===== src/rtl/gpio_bank_pkg.sv =====
package gpio_bank_pkg;

  localparam int GPIO_BANKS  = 4;
  localparam int GPIO_BANK_W = 32;
  localparam int GPIO_ADDR_W = 9;
  localparam int GPIO_PIN_W  = GPIO_BANKS * GPIO_BANK_W;

  typedef enum logic [3:0] {
    K_NONE, K_LEVEL, K_DIR, K_SET, K_CLR, K_RISE, K_FALL, K_STAT, K_AFL, K_AFH
  } reg_kind_e;

  typedef struct packed {
    reg_kind_e   kind;
    logic [1:0]  bank;
  } reg_dec_t;

  // Register types with three low words spaced by 4 and a fourth at +0x100.
  function automatic reg_kind_e spaced_kind(input int idx);
    case (idx)
      0:       return K_LEVEL;
      1:       return K_DIR;
      2:       return K_SET;
      3:       return K_CLR;
      4:       return K_RISE;
      5:       return K_FALL;
      default: return K_STAT;
    endcase
  endfunction

  function automatic reg_dec_t decode_addr(input logic [GPIO_ADDR_W-1:0] addr);
    reg_dec_t d;
    int       a;
    int       base;
    d.kind = K_NONE;
    d.bank = 2'd0;
    a = int'(addr);
    for (int k = 0; k < 7; k++) begin
      base = 12 * k;
      for (int b = 0; b < 3; b++) begin
        if (a == base + 4 * b) begin
          d.kind = spaced_kind(k);
          d.bank = 2'(b);
        end
      end
      if (a == 256 + base) begin
        d.kind = spaced_kind(k);
        d.bank = 2'd3;
      end
    end
    for (int b = 0; b < GPIO_BANKS; b++) begin
      if (a == 84 + 8 * b) begin
        d.kind = K_AFL;
        d.bank = 2'(b);
      end
      if (a == 88 + 8 * b) begin
        d.kind = K_AFH;
        d.bank = 2'(b);
      end
    end
    return d;
  endfunction

  function automatic logic [GPIO_BANK_W-1:0] wake_set(input int b);
    case (b)
      0:       return 32'h8003_FE1B;
      1:       return 32'h0020_01FC;
      2:       return 32'hEC08_0000;
      default: return 32'h0012_007F;
    endcase
  endfunction

endpackage


===== src/rtl/gpio_in_sync.sv =====
module gpio_in_sync #(
  parameter int W      = 128,
  parameter int STAGES = 2
) (
  input  logic         clk,
  input  logic         rst_n,
  input  logic [W-1:0] pin_in,
  output logic [W-1:0] lvl,
  output logic [W-1:0] prev
);

  logic [W-1:0] chain_q [STAGES];

  genvar s;
  generate
    for (s = 0; s < STAGES; s++) begin : g_stage
      logic [W-1:0] stage_d;
      if (s == 0) begin : g_first
        assign stage_d = pin_in;
      end else begin : g_next
        assign stage_d = chain_q[s-1];
      end
      always_ff @(posedge clk or negedge rst_n) begin
        if (!rst_n) chain_q[s] <= '0;
        else        chain_q[s] <= stage_d;
      end
    end
  endgenerate

  assign lvl = chain_q[STAGES-1];

  always_ff @(posedge clk or negedge rst_n) begin
    if (!rst_n) prev <= '0;
    else        prev <= lvl;
  end

endmodule


===== src/rtl/gpio_bank_regs.sv =====
module gpio_bank_regs
  import gpio_bank_pkg::*;
#(
  parameter int W = GPIO_BANK_W
) (
  input  logic         clk,
  input  logic         rst_n,
  input  logic         wr_en,
  input  reg_kind_e    kind,
  input  logic [W-1:0] wdata,
  input  logic [W-1:0] edge_rise,
  input  logic [W-1:0] edge_fall,
  output logic [W-1:0] dir_q,
  output logic [W-1:0] latch_q,
  output logic [W-1:0] rise_q,
  output logic [W-1:0] fall_q,
  output logic [W-1:0] stat_q,
  output logic [W-1:0] afl_q,
  output logic [W-1:0] afh_q
);

  logic         dir_en, latch_en, rise_en, fall_en, afl_en, afh_en;
  logic [W-1:0] latch_n, stat_n, clr_mask, new_edge;

  always_comb begin
    dir_en   = wr_en && (kind == K_DIR);
    rise_en  = wr_en && (kind == K_RISE);
    fall_en  = wr_en && (kind == K_FALL);
    afl_en   = wr_en && (kind == K_AFL);
    afh_en   = wr_en && (kind == K_AFH);
    latch_en = wr_en && ((kind == K_SET) || (kind == K_CLR));
    latch_n  = (kind == K_SET) ? (latch_q | wdata) : (latch_q & ~wdata);
    clr_mask = (wr_en && (kind == K_STAT)) ? wdata : '0;
    new_edge = ((edge_rise & rise_q) | (edge_fall & fall_q)) & ~dir_q;
    // a fresh edge overrides a same-cycle clear
    stat_n   = (stat_q & ~clr_mask) | new_edge;
  end

  always_ff @(posedge clk or negedge rst_n) begin
    if (!rst_n) begin
      dir_q   <= '0;
      latch_q <= '0;
      rise_q  <= '0;
      fall_q  <= '0;
      stat_q  <= '0;
      afl_q   <= '0;
      afh_q   <= '0;
    end else begin
      if (dir_en)   dir_q   <= wdata;
      if (latch_en) latch_q <= latch_n;
      if (rise_en)  rise_q  <= wdata;
      if (fall_en)  fall_q  <= wdata;
      if (afl_en)   afl_q   <= wdata;
      if (afh_en)   afh_q   <= wdata;
      stat_q <= stat_n;
    end
  end

endmodule


===== src/rtl/gpio_bank_ctrl.sv =====
module gpio_bank_ctrl
  import gpio_bank_pkg::*;
#(
  parameter int SYNC_STAGES = 2
) (
  input  logic                   clk,
  input  logic                   rst_n,
  input  logic                   bus_wr_en,
  input  logic [GPIO_ADDR_W-1:0] bus_addr,
  input  logic [GPIO_BANK_W-1:0] bus_wdata,
  output logic [GPIO_BANK_W-1:0] bus_rdata,
  input  logic [GPIO_PIN_W-1:0]  pin_in,
  output logic [GPIO_PIN_W-1:0]  pin_out,
  output logic [GPIO_PIN_W-1:0]  pin_dir,
  output logic                   irq_pin0,
  output logic                   irq_pin1,
  output logic                   irq_other,
  output logic                   wake_req
);

  localparam int NB = GPIO_BANKS;
  localparam int BW = GPIO_BANK_W;

  reg_dec_t        dec;
  logic [NB-1:0]   bank_we;
  logic [BW-1:0]   dir_w [NB];
  logic [BW-1:0]   latch_w [NB];
  logic [BW-1:0]   rise_w [NB];
  logic [BW-1:0]   fall_w [NB];
  logic [BW-1:0]   stat_w [NB];
  logic [BW-1:0]   afl_w [NB];
  logic [BW-1:0]   afh_w [NB];
  logic [NB-1:0]   wake_hit;
  logic [GPIO_PIN_W-1:0] lvl, prev;
  logic            other_any;
  logic            wake_n;

  assign dec = decode_addr(bus_addr);

  gpio_in_sync #(.W(GPIO_PIN_W), .STAGES(SYNC_STAGES)) sync_i (
    .clk    (clk),
    .rst_n  (rst_n),
    .pin_in (pin_in),
    .lvl    (lvl),
    .prev   (prev)
  );

  genvar b;
  generate
    for (b = 0; b < NB; b++) begin : g_bank
      logic [BW-1:0] lvl_b, prev_b;
      assign lvl_b      = lvl[b*BW +: BW];
      assign prev_b     = prev[b*BW +: BW];
      assign bank_we[b] = bus_wr_en && (dec.kind != K_NONE) && (dec.bank == 2'(b));

      gpio_bank_regs #(.W(BW)) regs_i (
        .clk       (clk),
        .rst_n     (rst_n),
        .wr_en     (bank_we[b]),
        .kind      (dec.kind),
        .wdata     (bus_wdata),
        .edge_rise (lvl_b & ~prev_b),
        .edge_fall (~lvl_b & prev_b),
        .dir_q     (dir_w[b]),
        .latch_q   (latch_w[b]),
        .rise_q    (rise_w[b]),
        .fall_q    (fall_w[b]),
        .stat_q    (stat_w[b]),
        .afl_q     (afl_w[b]),
        .afh_q     (afh_w[b])
      );

      assign pin_dir[b*BW +: BW] = dir_w[b];
      assign pin_out[b*BW +: BW] = latch_w[b] & dir_w[b];
      assign wake_hit[b] = |((lvl_b ^ prev_b) & ~dir_w[b] & wake_set(b));
    end
  endgenerate

  // read path
  always_comb begin
    case (dec.kind)
      K_LEVEL: bus_rdata = (latch_w[dec.bank] & dir_w[dec.bank]) |
                           (lvl[dec.bank*BW +: BW] & ~dir_w[dec.bank]);
      K_DIR:   bus_rdata = dir_w[dec.bank];
      K_RISE:  bus_rdata = rise_w[dec.bank];
      K_FALL:  bus_rdata = fall_w[dec.bank];
      K_STAT:  bus_rdata = stat_w[dec.bank];
      K_AFL:   bus_rdata = afl_w[dec.bank];
      K_AFH:   bus_rdata = afh_w[dec.bank];
      default: bus_rdata = '0;
    endcase
  end

  // interrupt split
  always_comb begin
    other_any = |stat_w[0][BW-1:2];
    for (int i = 1; i < NB; i++) other_any = other_any | (|stat_w[i]);
  end

  assign irq_pin0  = stat_w[0][0];
  assign irq_pin1  = stat_w[0][1];
  assign irq_other = other_any;

  // wake pulse
  assign wake_n = |wake_hit;

  always_ff @(posedge clk or negedge rst_n) begin
    if (!rst_n) wake_req <= 1'b0;
    else        wake_req <= wake_n;
  end

endmodule


===== config.mk =====
export PLATFORM = sky130hd
export DESIGN_NAME = gpio_bank_ctrl
export DESIGN_NICKNAME = d
export VERILOG_FILES = /design/src/rtl/gpio_bank_pkg.sv /design/src/rtl/gpio_in_sync.sv /design/src/rtl/gpio_bank_regs.sv /design/src/rtl/gpio_bank_ctrl.sv
export SDC_FILE = /design/constraint.sdc
export NUM_CORES = 2
export LEC_CHECK = 0
export BUFFER_PORTS_ARGS = -buffer_cell sky130_fd_sc_hd__buf_2
export CORE_ASPECT_RATIO = 0.5
export CORE_MARGIN = 8
export CORE_UTILIZATION = 65
export CTS_CLUSTER_DIAMETER = 120
export DETAILED_ROUTE_END_ITERATION = 6
export MAX_ROUTING_LAYER = met4
export PLACE_DENSITY = 0.86
export SETUP_SLACK_MARGIN = 0.2
export SYNTH_ARGS = -nofsm -noshare
export SYNTH_HDL_FRONTEND = slang
export SYNTH_SLANG_ARGS = --single-unit

===== constraint.sdc =====
create_clock -name clk -period 6.3 [get_ports clk]
set_clock_uncertainty 0.05 [all_clocks]
set_input_delay 0.63 -clock clk [delete_from_list [all_inputs] [get_ports clk]]
set_output_delay 0.63 -clock clk [all_outputs]
set_load 0.01 [all_outputs]

# Yosys cells after proc, flatten, opt, wreduce, memory -nomap -nowiden
# Index checks and enable logic that the tools add are counted.
# totals
register_bits	1281
inputBits	172
# classes
order_cmp	1
n_eq_ne	47
n_shift	1
mux	66
bitwise_logic	77
reduce_logical	42
# op_table
cell	n
AND 32 bit	36
2-to-1 mux 32 bit	22
NOT 32 bit	18
binary-select mux 32 bit (select 2 bit)	7
OR 32 bit	13
case mux 32 bit (7 select lines)	1
2-to-1 mux 6 bit	33
variable part select 128 x 8 -> 32 bit	1
== test 9 x 8 -> 1 bit, second input constant	13
OR reduction 32 bit	3
== test 9 x 7 -> 1 bit, second input constant	8
XOR 32 bit	2
== test 9 bit, second input constant	7
OR reduction 37 bit	1
== test 9 x 6 -> 1 bit, second input constant	4
logical AND 1 bit	33
OR reduction 30 bit	1
AND 22 bit	1
XOR 22 bit	1
AND 21 bit	1
XOR 21 bit	1
== test 9 x 5 -> 1 bit, second input constant	2
== test 4 x 3 -> 1 bit, second input constant	4
== test 9 x 4 -> 1 bit, second input constant	1
13 further kinds	20

# Logic depth before layout (Yosys ltp)
# depth
ltp_word	45
mapped_depth	16
mapped_depth_nobuf	9

# Modules after synthesis
# From an unflattened synthesis, not the netlist that was laid out.
# hier_totals
hier_cells	5145
hier_area_um2	60011.3
# modules_own_cells
mod	instances	cells_per_inst	area_per_inst_um2
gpio_bank_regs	4	661	9250.1
gpio_bank_ctrl	1	2117	13401.6
gpio_in_sync	1	384	9609.2

# Worst setup path after synthesis
# No wires, ideal clock.
# synth_path
path_kind	input -> output
startpoint	input port bus_addr[4]
endpoint	output port bus_rdata[13]
arrival_time_ns	3.350
slack_ns	2.270
stages	12
path_buffers	4
path_cell_list	buf_2 -> buf_2 -> nor3b_1 -> a221o_1 -> a211o_1 -> a211oi_4 -> buf_2 -> buf_2 -> mux2i_1 -> o22ai_1 -> a2111oi_0 -> o211ai_1
# synth_via
elab_chain_cells	44
# synth_rtl
element	line	text
start, declared	gpio_bank_ctrl.sv:9	input logic [GPIO_ADDR_W-1:0] bus_addr,
== test 9 x 4 -> 1 bit	gpio_bank_pkg.sv:40	if (a == base + 4 * b) begin
2-to-1 mux 3 bit (2 in a row)	gpio_bank_pkg.sv:40	
2-to-1 mux 6 bit	gpio_bank_pkg.sv:45	if (a == 256 + base) begin
2-to-1 mux 6 bit (3 in a row)	gpio_bank_pkg.sv:40	
2-to-1 mux 6 bit	gpio_bank_pkg.sv:45	
2-to-1 mux 6 bit (3 in a row)	gpio_bank_pkg.sv:40	
2-to-1 mux 6 bit	gpio_bank_pkg.sv:45	
2-to-1 mux 6 bit (3 in a row)	gpio_bank_pkg.sv:40	
[15 not listed]	-	
2-to-1 mux 6 bit	gpio_bank_pkg.sv:51	if (a == 84 + 8 * b) begin
2-to-1 mux 6 bit	gpio_bank_pkg.sv:55	if (a == 88 + 8 * b) begin
2-to-1 mux 6 bit	gpio_bank_pkg.sv:51	
2-to-1 mux 6 bit	gpio_bank_pkg.sv:55	
2-to-1 mux 6 bit	gpio_bank_pkg.sv:51	
2-to-1 mux 6 bit *	gpio_bank_pkg.sv:55	
branches (longest 7 deep; another with variable part select 128 x 8 -> 32 bit)	-	
case mux 32 bit (7 select lines) *	gpio_bank_ctrl.sv:81	case (dec.kind)
end, declared	gpio_bank_ctrl.sv:11	output logic [GPIO_BANK_W-1:0] bus_rdata,
# Every way passes the cells marked *. The select of a mux whose other input is x is not followed.

# Worst setup path after layout
# layout_path
startpoint	input port bus_addr[4]
endpoint	output port bus_rdata[2]
# Same word-level chain as after synthesis.

==> flow_summary.yaml <==
run_status:
  status: "finished clean"
timing:
  timing.slew.headroom_pct: 14.8
  fmax_ghz: 0.179
  tightest_slew_ps: 1270
  timing.final.crit_share_pct: 88.7
  min_period_ps: 5590
  rsz0062_at_grt: "no"
  setup_viol: 0
  report.final.slew_viol_count: 0
  whs_ps: 297
  fin_tns_setup_ps: 0
  hold_violations: 0
pwr:
  clock_power_share_pct: 43.9
  p_int_uw: 12800
  leakagePower_uw: 0.0328
  comb_power_share_pct: 5.1
  powerDensity_nw_per_um2: 251
  vdd_drop_max_v: 0.000227
  p_seq_share_pct: 50.9
  p_sw_uw: 3950
  switching_share_pct: 23.6
detailed_routing:
  routedWlPerCell_um: 31.3
  first_pass_iters: 6
  routed_wl_mm: 210
  vias: 46456
  antenna_left: 0
  first_iter_violations: 7274
  viasPerCell: 6.92
  route.detailed.drc: 0
setup_path:
  crit_path_start_kind: "input pin"
  r2r_start: "sync_i.lvl[14]"
  path_class: "in2out"
  worstPathCellList: "buf_2, xnor2_1, a221o_1, a211o_1, a211o_4, nand2_1, buf_4, o221ai_1, nor4_1, o21ai_0, buf_2"
  slowest_delay_ps: 690
  crit_top_cell: "buf_2"
  critical_path_arrival_ps: 4910
  worstSetupStartpoint: "bus_addr[4]"
  crit_slowest_cell: "nand2_1"
  worst-path-max-fanout: 41
  critPathCaptureType: "output pin"
  cp_top_family: "compound AO/OA/AOI/OAI gates"
  crit_required_ps: 5620
  crit_buf_inv: 3
clocking:
  cts_max_path_buffers: 3
  htreeDepth: 3
  cts_tree: "built"
  cts_setup_buffers: 0
  postCtsHoldBufs: 129
  numCtsBuffers: 108
  clock_latency_ps: 760
  cts_resized: 0
  cts_num_sinks: 1281
  path_clk_slew_ps: 60
  root_buffer: "clkbuf_16"
global_routing:
  grt_pass1_wl_mm: 308
  grt_pass1_vias: 47369
  overflow: 0
  grt_antenna_before_repair: 16
  grt_use_total_pct: 42.9
  grt_max_degree: 200
logic_synthesis:
  syn_area_sq_um: 57800
  synth_nets: 5180
  synth-edff-count: 0
  synthFlopType: "dfrtp_1"
  ys_seq_elements: 1281
  ys_seq_area_share_pct: 55.5
  synth_cells: 4934
  synth_cell_types: 74
  avgSynthCellArea_sq_um: 11.7
  ys_warn_count: 0
  async_flop_share_pct: 100
placement:
  dpl.hpwl_mm: 137
  io_buffer_count: 463
  gp_congestion: 0.999
  dp.cells: 6367
finish:
  drive_gt1_share_pct: 27.9
  layoutNonFillerInstCount: 6710
  finalNetCount: 5667
  layout_commonest_cell: "dfrtp_1"
  area_delta_synth_final_pct: 15.5
  final_cell_mix: "dfrtp_1, nand2_1, mux2_2, buf_2, mux2i_1"
die:
  rows: 77
  start_util_pct: 65.5
  die_area_sq_um: 99200
  ios: 464
  core_area_sq_um: 88200
  fp.dieH_um: 227
  fp.dieW_um: 438
worst_hold_path:
  hp-class: "reg2reg"
  hold_path_startpoint: "sync_i.g_stage[1].stage_d[70]"
run:
  drv_cap: 0
-- metrics by stage --
step / util (%) / total power [uW] / instance area, sq um / setup WS (ps)
2_1_floorplan: - / 8970 / 57800 / 2270
3_3_place_gp: 69.8 / 9420 / 61600 / 863
3_5_place_dp: 69.8 / 9450 / 61600 / 912
4_1_cts: 75.7 / 16700 / 66700 / 896
5_1_grt: 75.7 / 17100 / 66700 / 549
6_report: 75.7 / 16800 / 66700 / 712
-- state kept, by name, indices dropped and copies added (netlist names), named ones only --
register	cells
g_bank.regs_i.afh_q	128
g_bank.regs_i.afl_q	128
g_bank.regs_i.dir_q	128
g_bank.regs_i.fall_q	128
g_bank.regs_i.rise_q	128
g_bank.regs_i.stat_q	128
sync_i.g_stage.stage_d	128
sync_i.lvl	128
sync_i.prev	128
wake_req	1
-- power by group through the flow --
| stage | logic, uW | clock network, uW | registers, uW |
|---|---|---|---|
| 2_1_floorplan | 355 | 0 | 8620 |
| 3_3_place_gp | 745 | 0 | 8670 |
| 3_5_place_dp | 766 | 0 | 8680 |
| 4_1_cts | 835 | 7330 | 8530 |
| 5_1_grt | 918 | 7670 | 8540 |
| 6_report | 857 | 7360 | 8540 |
-- worst paths after layout --
path                                            endpoint  slack [ps]  cells after the start
hold / removal                            sync_i.lvl[70]         300                      0
setup / recovery                            bus_rdata[2]         710                     11
max in group asynchronous  sync_i.g_stage[1].stage_d[41]        4030                      4
min in group asynchronous  sync_i.g_stage[1].stage_d[93]         470                      2
setup reg to reg                                wake_req        3990                      6
hold reg to reg                           sync_i.lvl[70]         300                      0
-- cell usage after synthesis, types with 5 or more instances --
library cell / number / area share (%)
dfrtp_1: 1281 / 55
nand2_1: 756 / 4.9
mux2_2: 702 / 14
mux2i_1: 219 / 3.8
nand3b_1: 182 / 2.4
a21oi_1: 166 / 1.4
buf_2: 156 / 1.4
clkbuf_1: 140 / 0.91
and2_1: 128 / 1.4
nand3_1: 118 / 1.0
a21o_1: 89 / 1.2
o22ai_1: 86 / 0.93
nor2_1: 81 / 0.53
inv_1: 78 / 0.51
ha_1: 74 / 1.6
mux2_1: 72 / 1.4
nor4_1: 63 / 0.68
a22oi_1: 60 / 0.78
a31oi_1: 60 / 0.65
and3_1: 51 / 0.55
o2bb2ai_1: 42 / 0.64
buf_1: 39 / 0.25
a211oi_1: 29 / 0.38
o21ai_0: 28 / 0.24
o211ai_1: 25 / 0.32
a221oi_1: 22 / 0.33
a311oi_1: 19 / 0.29
nor3_1: 14 / 0.12
buf_4: 12 / 0.16
nand4_1: 11 / 0.12
nand2b_1: 9 / 0.097
or4_1: 8 / 0.10
or3_1: 7 / 0.076
o22a_1: 6 / 0.091
a211o_1: 5 / 0.076
a221o_1: 5 / 0.087
a2bb2oi_1: 5 / 0.076
a32o_1: 5 / 0.087
a32oi_1: 5 / 0.076
buf_6: 5 / 0.097
o2111ai_1: 5 / 0.076
o21ai_1: 5 / 0.043
o221ai_1: 5 / 0.076
-- cell type report --
class,count,area [sq um]
clock inverters,53,752
well taps,1185,1480
fillers,5397,21400
multi-input cells,3222,24100
clock buffers,147,3080
repair buffers,730,4970
inverters,78,293
flip-flops and latches,1281,32100
diodes,14,35.0
-- worst register-to-register path, cell delays in order (launching register included) --
cell and delay (ps):
dfrtp_1 460, inv_1 80, ha_1 300, o22a_1 250, o221ai_1 340, nor3_1 300
nand4_1 290
-- logic make-up after synthesis --
logic type	count (synthesis)	synth area share, %
and+or+nand+nor	1443	12.2
DFF	1281	55.5
muxes	996	19.0
AOI/OAI and AO/OA	704	8.35
buffers and inverters	431	3.28
adders and majority gates	75	1.62
xor gates and xnor gates	4	0.0607
-- routing by layer --
metal / routed length [um] / global-route usage, %
met1: 74200 / 52.2
met2: 91900 / 62.1
met3: 30800 / 17.0
met4: 13300 / 22.3
met5: 0 / -
No activity file was read; power rests on OpenSTA's default activity.
